## config.mk

```make
export PLATFORM = sky130hd
export DESIGN_NAME = stk_rpn_calc
export DESIGN_NICKNAME = d
export VERILOG_FILES = /design/src/rtl/stk_pkg.sv /design/src/rtl/stk_ctrl.sv /design/src/rtl/stk_regfile.sv /design/src/rtl/stk_alu.sv /design/src/rtl/stk_rpn_calc.sv
export SDC_FILE = /design/constraint.sdc
export NUM_CORES = 1
export LEC_CHECK = 0
export ABC_AREA = 1
export BUFFER_PORTS_ARGS = -buffer_cell sky130_fd_sc_hd__buf_2
export CORE_UTILIZATION = 60
export DETAILED_ROUTE_END_ITERATION = 8
export PLACE_DENSITY = 0.77
export SLEW_MARGIN = 5
export SYNTH_ARGS = -nofsm -noshare
export SYNTH_HDL_FRONTEND = slang
export SYNTH_SLANG_ARGS = --single-unit
```

## constraint.sdc

```tcl
create_clock -name clk -period 14.2 [get_ports clk]
set_input_delay 2.84 -clock clk [delete_from_list [all_inputs] [get_ports clk]]
set_output_delay 2.84 -clock clk [all_outputs]
set_load 0.05 [all_outputs]
```

## src/rtl/stk_pkg.sv

```systemverilog
package stk_pkg;
  typedef enum logic [1:0] {
    OP_PUSH = 2'd0,
    OP_POP  = 2'd1,
    OP_ADD  = 2'd2,
    OP_MUL  = 2'd3
  } stk_op_e;
endpackage

```

## src/rtl/stk_ctrl.sv

```systemverilog
module stk_ctrl
  import stk_pkg::*;
#(
  parameter int DEPTH = 11,
  parameter int PW    = 4
) (
  input  logic          clk,
  input  logic          rst,
  input  logic          cmd_valid,
  input  stk_op_e       cmd_op,
  output logic          full,
  output logic          empty,
  output logic          err,
  output logic          wr_en,
  output logic [PW-1:0] wr_addr,
  output logic          pop_go,
  output logic [PW-1:0] top_addr,
  output logic [PW-1:0] nxt_addr
);
  localparam logic [PW-1:0] SP_EMPTY = PW'(DEPTH);
  localparam logic [PW-1:0] SP_TWO   = PW'(DEPTH - 2);

  logic [PW-1:0] sp_q, sp_d;
  logic push_req, pop_req, bin_req;
  logic push_ok, pop_ok, bin_ok, reject;

  always_comb begin
    push_req = cmd_valid && (cmd_op == OP_PUSH);
    pop_req  = cmd_valid && (cmd_op == OP_POP);
    bin_req  = cmd_valid && ((cmd_op == OP_ADD) || (cmd_op == OP_MUL));
    push_ok  = push_req && !full;
    pop_ok   = pop_req && !empty;
    bin_ok   = bin_req && (sp_q <= SP_TWO);
    reject   = cmd_valid && !(push_ok || pop_ok || bin_ok);
    if (push_ok)               sp_d = sp_q - 1'b1;
    else if (pop_ok || bin_ok) sp_d = sp_q + 1'b1;
    else                       sp_d = sp_q;
  end

  assign wr_en    = push_ok || bin_ok;
  assign wr_addr  = push_ok ? (sp_q - 1'b1) : (sp_q + 1'b1);
  assign pop_go   = pop_ok;
  assign top_addr = sp_q;
  assign nxt_addr = sp_q + 1'b1;

  always_ff @(posedge clk) begin
    if (rst) begin
      sp_q  <= SP_EMPTY;
      full  <= 1'b0;
      empty <= 1'b1;
      err   <= 1'b0;
    end else begin
      sp_q <= sp_d;
      err  <= reject;
      if (push_ok) begin
        full  <= (sp_d == '0);
        empty <= 1'b0;
      end else if (pop_ok) begin
        full  <= 1'b0;
        empty <= (sp_d == SP_EMPTY);
      end else if (bin_ok) begin
        full  <= 1'b0;
      end
    end
  end
endmodule

```

## src/rtl/stk_regfile.sv

```systemverilog
module stk_regfile #(
  parameter int DEPTH  = 11,
  parameter int DATA_W = 16,
  parameter int PW     = 4
) (
  input  logic              clk,
  input  logic              wr_en,
  input  logic [PW-1:0]     wr_addr,
  input  logic [DATA_W-1:0] wr_data,
  input  logic [PW-1:0]     rd_addr_a,
  input  logic [PW-1:0]     rd_addr_b,
  output logic [DATA_W-1:0] rd_data_a,
  output logic [DATA_W-1:0] rd_data_b
);
  localparam logic [PW-1:0] LIMIT = PW'(DEPTH);

  logic [DATA_W-1:0] mem [DEPTH];

  always_ff @(posedge clk) begin
    if (wr_en && (wr_addr < LIMIT)) mem[wr_addr] <= wr_data;
  end

  assign rd_data_a = (rd_addr_a < LIMIT) ? mem[rd_addr_a] : '0;
  assign rd_data_b = (rd_addr_b < LIMIT) ? mem[rd_addr_b] : '0;
endmodule

```

## src/rtl/stk_alu.sv

```systemverilog
module stk_alu
  import stk_pkg::*;
#(
  parameter int DATA_W = 16
) (
  input  stk_op_e           op,
  input  logic [DATA_W-1:0] opa,
  input  logic [DATA_W-1:0] opb,
  output logic [DATA_W-1:0] res
);
  localparam int PROD_W = 2 * DATA_W;

  logic [PROD_W-1:0] prod;

  always_comb begin
    prod = PROD_W'(opa) * PROD_W'(opb);
    if (op == OP_MUL) res = prod[DATA_W-1:0];
    else              res = opa + opb;
  end
endmodule

```

## src/rtl/stk_rpn_calc.sv

```systemverilog
module stk_rpn_calc
  import stk_pkg::*;
#(
  parameter int DEPTH  = 11,
  parameter int DATA_W = 16
) (
  input  logic              clk,
  input  logic              rst,
  input  logic              cmd_valid,
  input  logic [1:0]        cmd_op,
  input  logic [DATA_W-1:0] cmd_data,
  output logic              rd_valid,
  output logic [DATA_W-1:0] rd_data,
  output logic              full,
  output logic              empty,
  output logic              err
);
  localparam int PW = $clog2(DEPTH + 2);

  stk_op_e           op_e;
  logic              wr_en, pop_go;
  logic [PW-1:0]     wr_addr, top_addr, nxt_addr;
  logic [DATA_W-1:0] top_word, nxt_word, alu_res, wr_data;

  assign op_e = stk_op_e'(cmd_op);

  stk_ctrl #(.DEPTH(DEPTH), .PW(PW)) u_ctrl (
    .clk(clk), .rst(rst), .cmd_valid(cmd_valid), .cmd_op(op_e),
    .full(full), .empty(empty), .err(err),
    .wr_en(wr_en), .wr_addr(wr_addr), .pop_go(pop_go),
    .top_addr(top_addr), .nxt_addr(nxt_addr)
  );

  stk_regfile #(.DEPTH(DEPTH), .DATA_W(DATA_W), .PW(PW)) u_rf (
    .clk(clk), .wr_en(wr_en), .wr_addr(wr_addr), .wr_data(wr_data),
    .rd_addr_a(top_addr), .rd_addr_b(nxt_addr),
    .rd_data_a(top_word), .rd_data_b(nxt_word)
  );

  stk_alu #(.DATA_W(DATA_W)) u_alu (
    .op(op_e), .opa(top_word), .opb(nxt_word), .res(alu_res)
  );

  assign wr_data = (op_e == OP_PUSH) ? cmd_data : alu_res;

  always_ff @(posedge clk) begin
    if (rst) begin
      rd_valid <= 1'b0;
      rd_data  <= '0;
    end else begin
      rd_valid <= pop_go;
      if (pop_go) rd_data <= top_word;
    end
  end
endmodule

```

==> impl_results.md, run 1 <==
* Status: complete, no violations
* Initial DRT Pass Iterations at 6
* R2r endpoint: u_rf.mem[9][15]$_DFFE_PP_
* Number of synthesized flops with an enable pin at between 150 and 200
* Final setup margin at around 5500 ps
* CTS tree: built
* CP endpoint: u_rf.mem[9][15]$_DFFE_PP_
* Total track usage at 0.3448
* Fin cells at roughly 2200
* Final Max Slew Viols at 0
* Htree depth at 4
* Vias in the first global route at between 10000 and 15000
* Hold slack at 504.2 ps
* Postcts setup bufs at 0
* Post-synthesis sequential area ratio at 0.3821
* Setup violators final at 0
* Clock Tree Buf Depth at 2
* Worst relative slew slack at 0.1304
* Initial DRC count at roughly 2000
* Yosys cell types at 56
* Most frequent cells in the layout: 443 x nand2_1, 246 x inv_1, 206 x nand3_1, 176 x edfxtp_1, 146 x nor2_1
* Final #Nets at around 2000
* Leak Pwr at 7.068 nW
* Final wirelength at around 43 mm
* GR Overflow Total at 0
* CP Capture Type: flop
* CP peak stage delay at between 700 and 800 ps
* Initial Utilization at 0.6169
* Synth Register Bits at 200
* Cts-stage hold buffer count at 0
* Vias per cell at 6.041
* Num CTS Buffers at 17
* Port buffer count at 40
* CTS clk-pin slew, worst paths at roughly 80 ps
* I/O pins at 41
* Mean Syn Cell Area at 8.237 µm²
* Worst Path Max Fanout at about 90
* Post-DR wirelength/cell at ~20 µm
* Core ar. at roughly 24000 µm²
* Post-Syn Area at approximately 15000 µm²
* Final ANT Viol Nets at 0
* Setup TNS at 0 ps
* Crit path from: u_ctrl.top_addr[0]$_SDFF_PP1_
* Post-Syn Nets at 2003
* Dpl cells at between 2000 and 2500
* Hold crit path type: flop to flop
* Clock skew at 16.01 ps
* Place WS at ~5700 ps
* ANT cells at 0
* First-pass GRT wire length at roughly 67 mm
* Tmin final at ~8700 ps
* Reg2reg path depth at 30
* Async SR Flop Fraction at 0
* Leading cell type in the layout, fill and taps excluded: nand2_1
* Area Overhead vs Synth at 5.580%
* Latest clock arrival within the worst-skew pair at 440 ps
* Synth Flop Type: edfxtp_1
* Worst slew pin tran at about 1300 ps
* Site Rows at 57
* Final Cycle Share at 0.6144
* Yosys warnings at 0
* Estimated wirelength of the detail-placed design at about 30 mm
* Root Buffer: clkbuf_16
* F_max at roughly 0.11 GHz
* CP Data Required Time at 14320 ps
* Area leader, netlist: edfxtp_1
* Initial antenna violation count at 0
* Die height at 160.6 µm
* Largest net degree at the start of global routing at 90
* Die ar. at between 20000 and 30000 µm²
* Power per cell area at ~110 nW/µm²
* Share of the synthesized area in the top cell type at 0.3502
* Reg-to-reg startpoint: u_ctrl.top_addr[0]$_SDFF_PP1_
* Worst reg2reg setup slack at between 5000 and 6000 ps
* Crit start category: flop
* Peak VDD IR at 91.42 µV
* Slowest CP cell: buf_4
* Max-Cap Viols at 0
* Worst path arrival time at between 8000 and 9000 ps
* Die width at around 160 µm
* Final GP Congestion at around 0.96
* Unrepaired setup endpoints after global routing: no
* PostCTS Resize Cnt at 0
* Ranking of synthesized cells by area: edfxtp_1 35%, nand2_1 11%, fa_1 11%, nand3_1 6.8%, inv_1 6.1%
* Final Hold Fails at 0
* Share of post-route cells with drive strength above 1 at 0.08844
* Post-route DRC at 0
* Mapped Cells at roughly 1800
* Clock sink count at 200
* Total number of vias at between 10000 and 15000
* Type of the worst setup path: flop to flop
-- registers in the layout (all words and copies together) (netlist names) --
signal,count
rd_data,16
u_ctrl.err,1
u_rf.mem,176
u_ctrl.top_addr,4
rd_valid,1
u_ctrl.empty,1
u_ctrl.full,1
-- layer usage --
layer,vias up,track usage,part of all wire
met5,-,0,0
met4,0,0.1377,0.040
met1,6074,0.4934,0.39
li1,5972,-,-
met2,911,0.5144,0.43
met3,133,0.07102,0.14
-- worst max-delay path: cells and delay by family, from the launching register on --
kind | cells | cell delay [ps]
buffers and inverters | 8 | 2000
adders and majority gates | 8 | 3530
DFF | 1 | 640
AOI/OAI and AO/OA | 3 | 670
and+or+nand+nor | 10 | 1240
xor gates and xnor gates | 1 | 200
-- cells in the mapped netlist, types with 4 or more instances --
cell,count
or2_2,9
inv_1,246
o211ai_1,28
a31oi_1,10
o22ai_1,4
xnor2_1,10
nand2_2,15
ha_1,70
buf_2,24
inv_2,19
buf_6,20
edfxtp_1,176
fa_1,80
a21oi_1,78
nor2_1,152
nand2_1,443
nand3_1,206
o21ai_0,97
xor2_1,9
o21ai_1,25
dfxtp_1,24
clkbuf_1,15
buf_4,17
nor3_1,7
-- layout make-up --
type                       instances  area [µm²]
fill                            1992        8529
timing repair buffer              60       350.3
sequential                       200        5771
multi-input combinational       1284        7775
tap                              324       405.4
inverter                         267        1005
clock inverter                    15       201.4
clock buffer                      17       425.4
-- stage by stage --
step,utilization,cell area [µm²],total power (W)
2_1_floorplan,-,15090,0.001137
3_3_place_gp,0.6257,15310,0.001296
3_5_place_dp,0.6257,15310,0.001310
4_1_cts,0.6513,15930,0.001809
5_1_grt,0.6513,15930,0.001910
6_report,0.6513,15930,0.001826
-- power by group --
| group | switching [W] | internal, W |
|---|---|---|
| Sequential | 0.00000551 | 0.000690 |
| Clock | 0.000250 | 0.000256 |
| Combinational | 0.000453 | 0.000172 |
-- cells by family after synthesis --
| kind of cell | Yosys count | synth area share |
|---|---|---|
| adders and majority gates | 150 | 0.1642 |
| buffers and inverters | 348 | 0.1044 |
| and+or+nand+nor | 853 | 0.2393 |
| DFF | 200 | 0.3821 |
| xor gates and xnor gates | 21 | 0.01318 |
| AOI/OAI and AO/OA | 260 | 0.09693 |
-- how the worst min path moves through the flow --
stage | startpoint | to | cells past startpoint
3_5_place_dp | rd_data[2]$_SDFFE_PP0P_ | rd_data[2]$_SDFFE_PP0P_ | 2
4_1_cts | rd_data[2]$_SDFFE_PP0P_ | rd_data[2]$_SDFFE_PP0P_ | 2
2_1_floorplan | u_rf.mem[10][11]$_DFFE_PP_ | rd_data[11]$_SDFFE_PP0P_ | 4
6_report | rd_data[2]$_SDFFE_PP0P_ | rd_data[2]$_SDFFE_PP0P_ | 2
3_3_place_gp | rd_data[7]$_SDFFE_PP0P_ | rd_data[7]$_SDFFE_PP0P_ | 2
5_1_grt | u_ctrl.full$_SDFFE_PP0P_ | u_ctrl.full$_SDFFE_PP0P_ | 2
Power figures use the tool's default switching activity.
==> inputs of run 2 (changes only) <==
==> constraint.sdc (replaced) <==
create_clock -name clk -period 8.4 [get_ports clk]
set_input_delay 1.68 -clock clk [delete_from_list [all_inputs] [get_ports clk]]
set_output_delay 1.68 -clock clk [all_outputs]
set_load 0.05 [all_outputs]
==> impl_results.md, run 2 (same netlist as run 1, synthesis figures left out) <==
* Leak Pwr at 7.203 nW (+1.9%)
* I/O pins at 41 (unchanged)
* Worst path arrival time at 7970 ps (-870 ps)
* Max-Cap Viols at 0 (unchanged)
* Most frequent cells in the layout: 443 x nand2_1, 246 x inv_1, 206 x nand3_1, 176 x edfxtp_1, 145 x nor2_1
* Reg-to-reg startpoint: u_ctrl.top_addr[0]$_SDFF_PP1_
* Slowest CP cell: fa_1
* Clock sink count at 200 (unchanged)
* Total track usage at 0.3580 (+0.01321)
* Initial DRC count at 1724 (-16%)
* Final GP Congestion at 1.010 (+4.7%)
* Comb pwr share at 0.344 (+0.002)
* Worst slew pin tran at 1243 ps (-55.00 ps)
* Vias per cell at 5.976 (-1.1%)
* Die width at 160.6 µm (unchanged)
* Setup TNS at 0 ps (unchanged)
* Clock skew at 25.07 ps (+9.062 ps)
* Largest net degree at the start of global routing at 138 (+53%)
* Root Buffer: clkbuf_16
* Final Cycle Share at 0.9365 (+0.3221)
* Crit start category: flop
* Tmin final at 7867 ps (-857.6 ps)
* Clock Tree Buf Depth at 2 (unchanged)
* Worst relative slew slack at 0.1702 (+0.03981)
* Final Max Slew Viols at 0 (unchanged)
* Clock power frac at 0.287 (+0.010)
* NetSw at 0.001228 W (+73%)
* F_max at 0.1271 GHz (+11%)
* Post-DR wirelength/cell at 20.51 µm (+2.2%)
* Crit path from: u_ctrl.top_addr[0]$_SDFF_PP1_
* Site Rows at 57 (unchanged)
* First-pass GRT wire length at 69.61 mm (+4.0%)
* CP endpoint: u_rf.mem[10][15]$_DFFE_PP_
* CTS clk-pin slew, worst paths at 80 ps (about the same)
* GR Overflow Total at 0 (unchanged)
* Htree depth at 4 (unchanged)
* Power per cell area at 196.6 nW/µm² (+72%)
* Reg2reg path depth at 28 (-6.7%)
* Latest clock arrival within the worst-skew pair at 460 ps (+20 ps)
* Setup violators final at 0 (unchanged)
* Port buffer count at 40 (unchanged)
* ANT cells at 0 (unchanged)
* Num CTS Buffers at 17 (unchanged)
* Total number of vias at 13080 (-0.11%)
* R2r endpoint: u_rf.mem[10][15]$_DFFE_PP_
* CP peak stage delay at 550 ps (-190 ps)
* Hold slack at 503.2 ps (-1.045 ps)
* Peak VDD IR at 138.6 µV (+52%)
* Final wirelength at 44.87 mm (+3.2%)
* Switching Share at 0.3865 (-0.001423)
* Core ar. at 24460 µm² (unchanged)
* Sequential power share at 0.369 (-0.012)
* CP Capture Type: flop
* Vias in the first global route at 12380 (+2.7%)
* Biggest register: u_rf.mem
* Leading cell type in the layout, fill and taps excluded: nand2_1
* Estimated wirelength of the detail-placed design at 32.54 mm (+7.2%)
* Power, Total at 0.003178 W (+74%)
* Status: complete, no violations
* Worst Path Max Fanout at 81 (-8.0%)
* Worst reg2reg setup slack at 530 ps (-4940 ps)
* Post-route DRC at 0 (unchanged)
* CTS tree: built
* Hold crit path type: flop to flop
* Die ar. at 25790 µm² (unchanged)
* Final ANT Viol Nets at 0 (unchanged)
* Final Hold Fails at 0 (unchanged)
* Postcts setup bufs at 0 (unchanged)
* Area Overhead vs Synth at 7.098%
* Initial Utilization at 0.6169 (unchanged)
* Type of the worst setup path: flop to flop
* Max reg flops at 176 (unchanged)
* Power Internal at 0.001950 W (+74%)
* Initial antenna violation count at 0 (unchanged)
* CP Data Required Time at 8510 ps (-5810 ps)
* Unrepaired setup endpoints after global routing: no
* Cts-stage hold buffer count at 0 (unchanged)
* Final #Nets at 2022 (+1.0%)
* Share of post-route cells with drive strength above 1 at 0.09925 (+0.01081)
* Die height at 160.6 µm (unchanged)
* Initial DRT Pass Iterations at 8 (+2)
-- run 2: timing repair --
item,4_1_cts,5_1_grt
setup endpoints to repair,0,22
gates resized for setup,0,2
hold endpoints to repair,0,0
-- run 2: power by group through the flow --
stage	sequential, W	clock (W)	combinational (W)
finish	0.00117	0.000911	0.00109
global route	0.00117	0.000945	0.00120
CTS	0.00117	0.000912	0.00107
detailed placement	0.00120	0	0.00106
global placement	0.00120	0	0.00104
floorplan	0.00120	0	0.000726
-- run 2: per-layer routing --
metal / share of wire / routed length [µm] / GRT usage
met1: 0.40 / 18130 / 0.5065
met2: 0.44 / 19830 / 0.5421
met3: 0.12 / 5563 / 0.08290
met4: 0.030 / 1342 / 0.1229
met5: 0 / 0 / 0
-- run 2: layout make-up --
type | count | area (µm²)
fillers | 2019 | 8300
multi-input cells | 1284 | 7777
flip-flops and latches | 200 | 5771
inverters | 267 | 1005
repair buffers | 81 | 536.8
clock buffers | 17 | 425.4
well taps | 324 | 405.4
clock inverters | 15 | 241.5
-- run 2: worst min-delay path by stage --
stage                               start                        to  slack, ps  depth (start not counted)
3_3_place_gp      rd_data[7]$_SDFFE_PP0P_   rd_data[7]$_SDFFE_PP0P_        480                          2
2_1_floorplan  u_rf.mem[10][11]$_DFFE_PP_  rd_data[11]$_SDFFE_PP0P_        680                          4
6_report          rd_data[7]$_SDFFE_PP0P_   rd_data[7]$_SDFFE_PP0P_        500                          2
4_1_cts           rd_data[2]$_SDFFE_PP0P_   rd_data[2]$_SDFFE_PP0P_        510                          2
3_5_place_dp      rd_data[2]$_SDFFE_PP0P_   rd_data[2]$_SDFFE_PP0P_        490                          2
5_1_grt           rd_data[7]$_SDFFE_PP0P_   rd_data[7]$_SDFFE_PP0P_        530                          2
-- run 2: stage by stage --
stage	std cells	instance area (µm²)	utilization	worst slack (ps)
6_report	2188	16160	0.6607	533.3
5_1_grt	2188	16160	0.6607	110.5
4_1_cts	2188	16160	0.6604	441.9
3_5_place_dp	2156	15490	0.6332	487.0
3_3_place_gp	2156	15490	0.6332	516.7
2_1_floorplan	1832	15090	-	1400
-- run 2: worst max-delay path: cells and delay by family (launching register included) --
kind	cells	cell delay, ps
adder cells (fa/ha/maj)	7	3420
AND/OR/NAND/NOR	10	1450
buffers and inverters	7	1240
AO/OA/AOI/OAI	3	740
flip-flops	1	430
XOR/XNOR	1	200
==> inputs of run 3 (changes only) <==
--- a/config.mk
+++ b/config.mk
@@ -8,8 +8,10 @@
 export ABC_AREA = 1
 export BUFFER_PORTS_ARGS = -buffer_cell sky130_fd_sc_hd__buf_2
 export CORE_UTILIZATION = 60
+export CTS_BUF_LIST = sky130_fd_sc_hd__clkbuf_8
 export DETAILED_ROUTE_END_ITERATION = 8
 export PLACE_DENSITY = 0.77
+export REMOVE_ABC_BUFFERS = 1
 export SLEW_MARGIN = 5
 export SYNTH_ARGS = -nofsm -noshare
 export SYNTH_HDL_FRONTEND = slang
==> impl_results.md, run 3 (same netlist as run 1, synthesis figures left out) <==
* Initial DRT Pass Iterations at 6 (-2)
* CP endpoint: u_rf.mem[5][15]$_DFFE_PP_
* Final #Nets at 2018 (-0.20%)
* Worst relative slew slack at 0.1742 (+0.003982)
* Setup TNS at 0 ps (unchanged)
* Worst reg2reg setup slack at 460 ps (-70 ps)
* Num CTS Buffers at 17 (unchanged)
* Htree depth at 4 (unchanged)
* Reg-to-reg startpoint: u_ctrl.top_addr[1]$_SDFF_PP1_
* Crit start category: flop
* Power, Total at 0.002944 W (-7.4%)
* Tmin final at 7936 ps (+69.22 ps)
* Clock sink count at 200 (unchanged)
* Core ar. at 24460 µm² (unchanged)
* Setup violators final at 0 (unchanged)
* Worst path arrival time at 8100 ps (+130 ps)
* R2r endpoint: u_rf.mem[5][15]$_DFFE_PP_
* Fin util at 0.6498 (-0.01089)
* Final wirelength at 44.52 mm (-0.77%)
* Initial antenna violation count at 0 (unchanged)
* Worst slew pin tran at 1237 ps (-5.965 ps)
* Area Overhead vs Synth at 5.331%
* F_max at 0.1260 GHz (-0.87%)
* Most frequent cells in the layout: 443 x nand2_1, 247 x inv_1, 206 x nand3_1, 176 x edfxtp_1, 146 x nor2_1
* CP Data Required Time at 8560 ps (+50 ps)
* Initial Utilization at 0.6169 (unchanged)
* Slowest CP cell: fa_1
* Worst Path Max Fanout at 38 (-53%)
* Total number of vias at 13100 (+0.16%)
* Root Buffer: clkbuf_8
* Final Cycle Share at 0.9447 (+0.008241)
* Unrepaired setup endpoints after global routing: no
* Vias per cell at 5.997 (+0.34%)
* Max reg flops at 176 (unchanged)
* Reg2reg path depth at 29 (+3.6%)
* Status: complete, no violations
* CTS tree: built
* Hold slack at 505.2 ps (+2.005 ps)
* Largest net degree at the start of global routing at 159 (+15%)
* CP Capture Type: flop
* Peak VDD IR at 144.0 µV (+3.9%)
* ANT cells at 0 (unchanged)
* Latest clock arrival within the worst-skew pair at 490 ps (+30 ps)
* Type of the worst setup path: flop to flop
* Vias in the first global route at 12490 (+0.92%)
* Final ANT Viol Nets at 0 (unchanged)
* Die height at 160.6 µm (unchanged)
* First-pass GRT wire length at 68.95 mm (-0.94%)
* Final Max Slew Viols at 0 (unchanged)
* Total track usage at 0.3549 (-0.003067)
* Fin area at 15900 µm² (-1.6%)
* Most used cell, CP: fa_1
* Crit path from: u_ctrl.top_addr[1]$_SDFF_PP1_
* Share of post-route cells with drive strength above 1 at 0.09624 (-0.003012)
* Leak Pwr at 7.081 nW (-1.7%)
* Max-Cap Viols at 0 (unchanged)
* Estimated wirelength of the detail-placed design at 31.69 mm (-2.6%)
* Port buffer count at 40 (unchanged)
* Final GP Congestion at 0.9777 (-3.2%)
* I/O pins at 41 (unchanged)
* Power per cell area at 185.2 nW/µm² (-5.8%)
* Final Hold Fails at 0 (unchanged)
* CTS clk-pin slew, worst paths at 120 ps (+40 ps)
* Site Rows at 57 (unchanged)
* Placed cell areas at 15470 µm² (-0.11%)
* Leading cell type in the layout, fill and taps excluded: nand2_1
* GR Overflow Total at 0 (unchanged)
* Initial DRC count at 1622 (-5.9%)
* Hold crit path type: flop to flop
* Die width at 160.6 µm (unchanged)
* Die ar. at 25790 µm² (unchanged)
* Post-DR wirelength/cell at 20.38 µm (-0.59%)
* Clock Tree Buf Depth at 2 (unchanged)
* Post-route DRC at 0 (unchanged)
* Clock skew at 25.10 ps (+0.02760 ps)
* CP peak stage delay at 600 ps (+50 ps)
* Biggest register: u_rf.mem
run 3: layer usage:
layer,GRT usage,vias to the layer above,share of wire
li1,-,5996,-
met4,0.1251,0,0.031
met5,0,-,0
met3,0.07438,108,0.12
met1,0.5043,6184,0.41
met2,0.5399,809,0.44
run 3: layout make-up:
type	count	area, µm²
multi-input combinational	1284	7781
tap	324	405.4
inverter	267	1005
fill	2053	8567
timing repair buffer	77	515.5
sequential	200	5771
clock inverter	15	183.9
clock buffer	17	234.0
run 3: critical path, delay by kind of cell (launching register included):
family,cells,cell delay (ps)
AOI/OAI and AO/OA,6,840
and+or+nand+nor,6,800
adders and majority gates,8,3810
xor gates and xnor gates,1,240
DFF,1,520
buffers and inverters,8,1350
run 3: repair_timing:
| item | 4_1_cts | 5_1_grt |
|---|---|---|
| setup endpoints to repair | 0 | 3 |
| gates resized for setup | 0 | 1 |
| buffers inserted | 0 | 0 |
| hold buffers | 0 | 0 |
run 3: through the flow:
step	std cells	worst slack, ps
final	2184	464.1
after global routing	2184	132.8
after CTS	2184	620.2
after detailed placement	2152	667.7
after global placement	2152	748.6
after floorplan	1751	-3842
run 3: power breakdown:
group / internal, W / total, W / leakage [nW] / switching (W)
sequential: 0.00117 / 0.00117 / 1.79 / 0.00000681
combinational: 0.000320 / 0.00112 / 5.08 / 0.000797
clock: 0.000254 / 0.000654 / 0.208 / 0.000400
run 3: worst min-delay path by stage:
stage	from	end	slack, ps	depth (start not counted)
floorplan	u_rf.mem[10][11]$_DFFE_PP_	rd_data[11]$_SDFFE_PP0P_	680	4
global placement	rd_data[2]$_SDFFE_PP0P_	rd_data[2]$_SDFFE_PP0P_	480	2
detailed placement	rd_data[7]$_SDFFE_PP0P_	rd_data[7]$_SDFFE_PP0P_	480	2
CTS	rd_data[7]$_SDFFE_PP0P_	rd_data[7]$_SDFFE_PP0P_	510	2
global route	rd_data[3]$_SDFFE_PP0P_	rd_data[3]$_SDFFE_PP0P_	540	2
finish	rd_data[7]$_SDFFE_PP0P_	rd_data[7]$_SDFFE_PP0P_	510	2
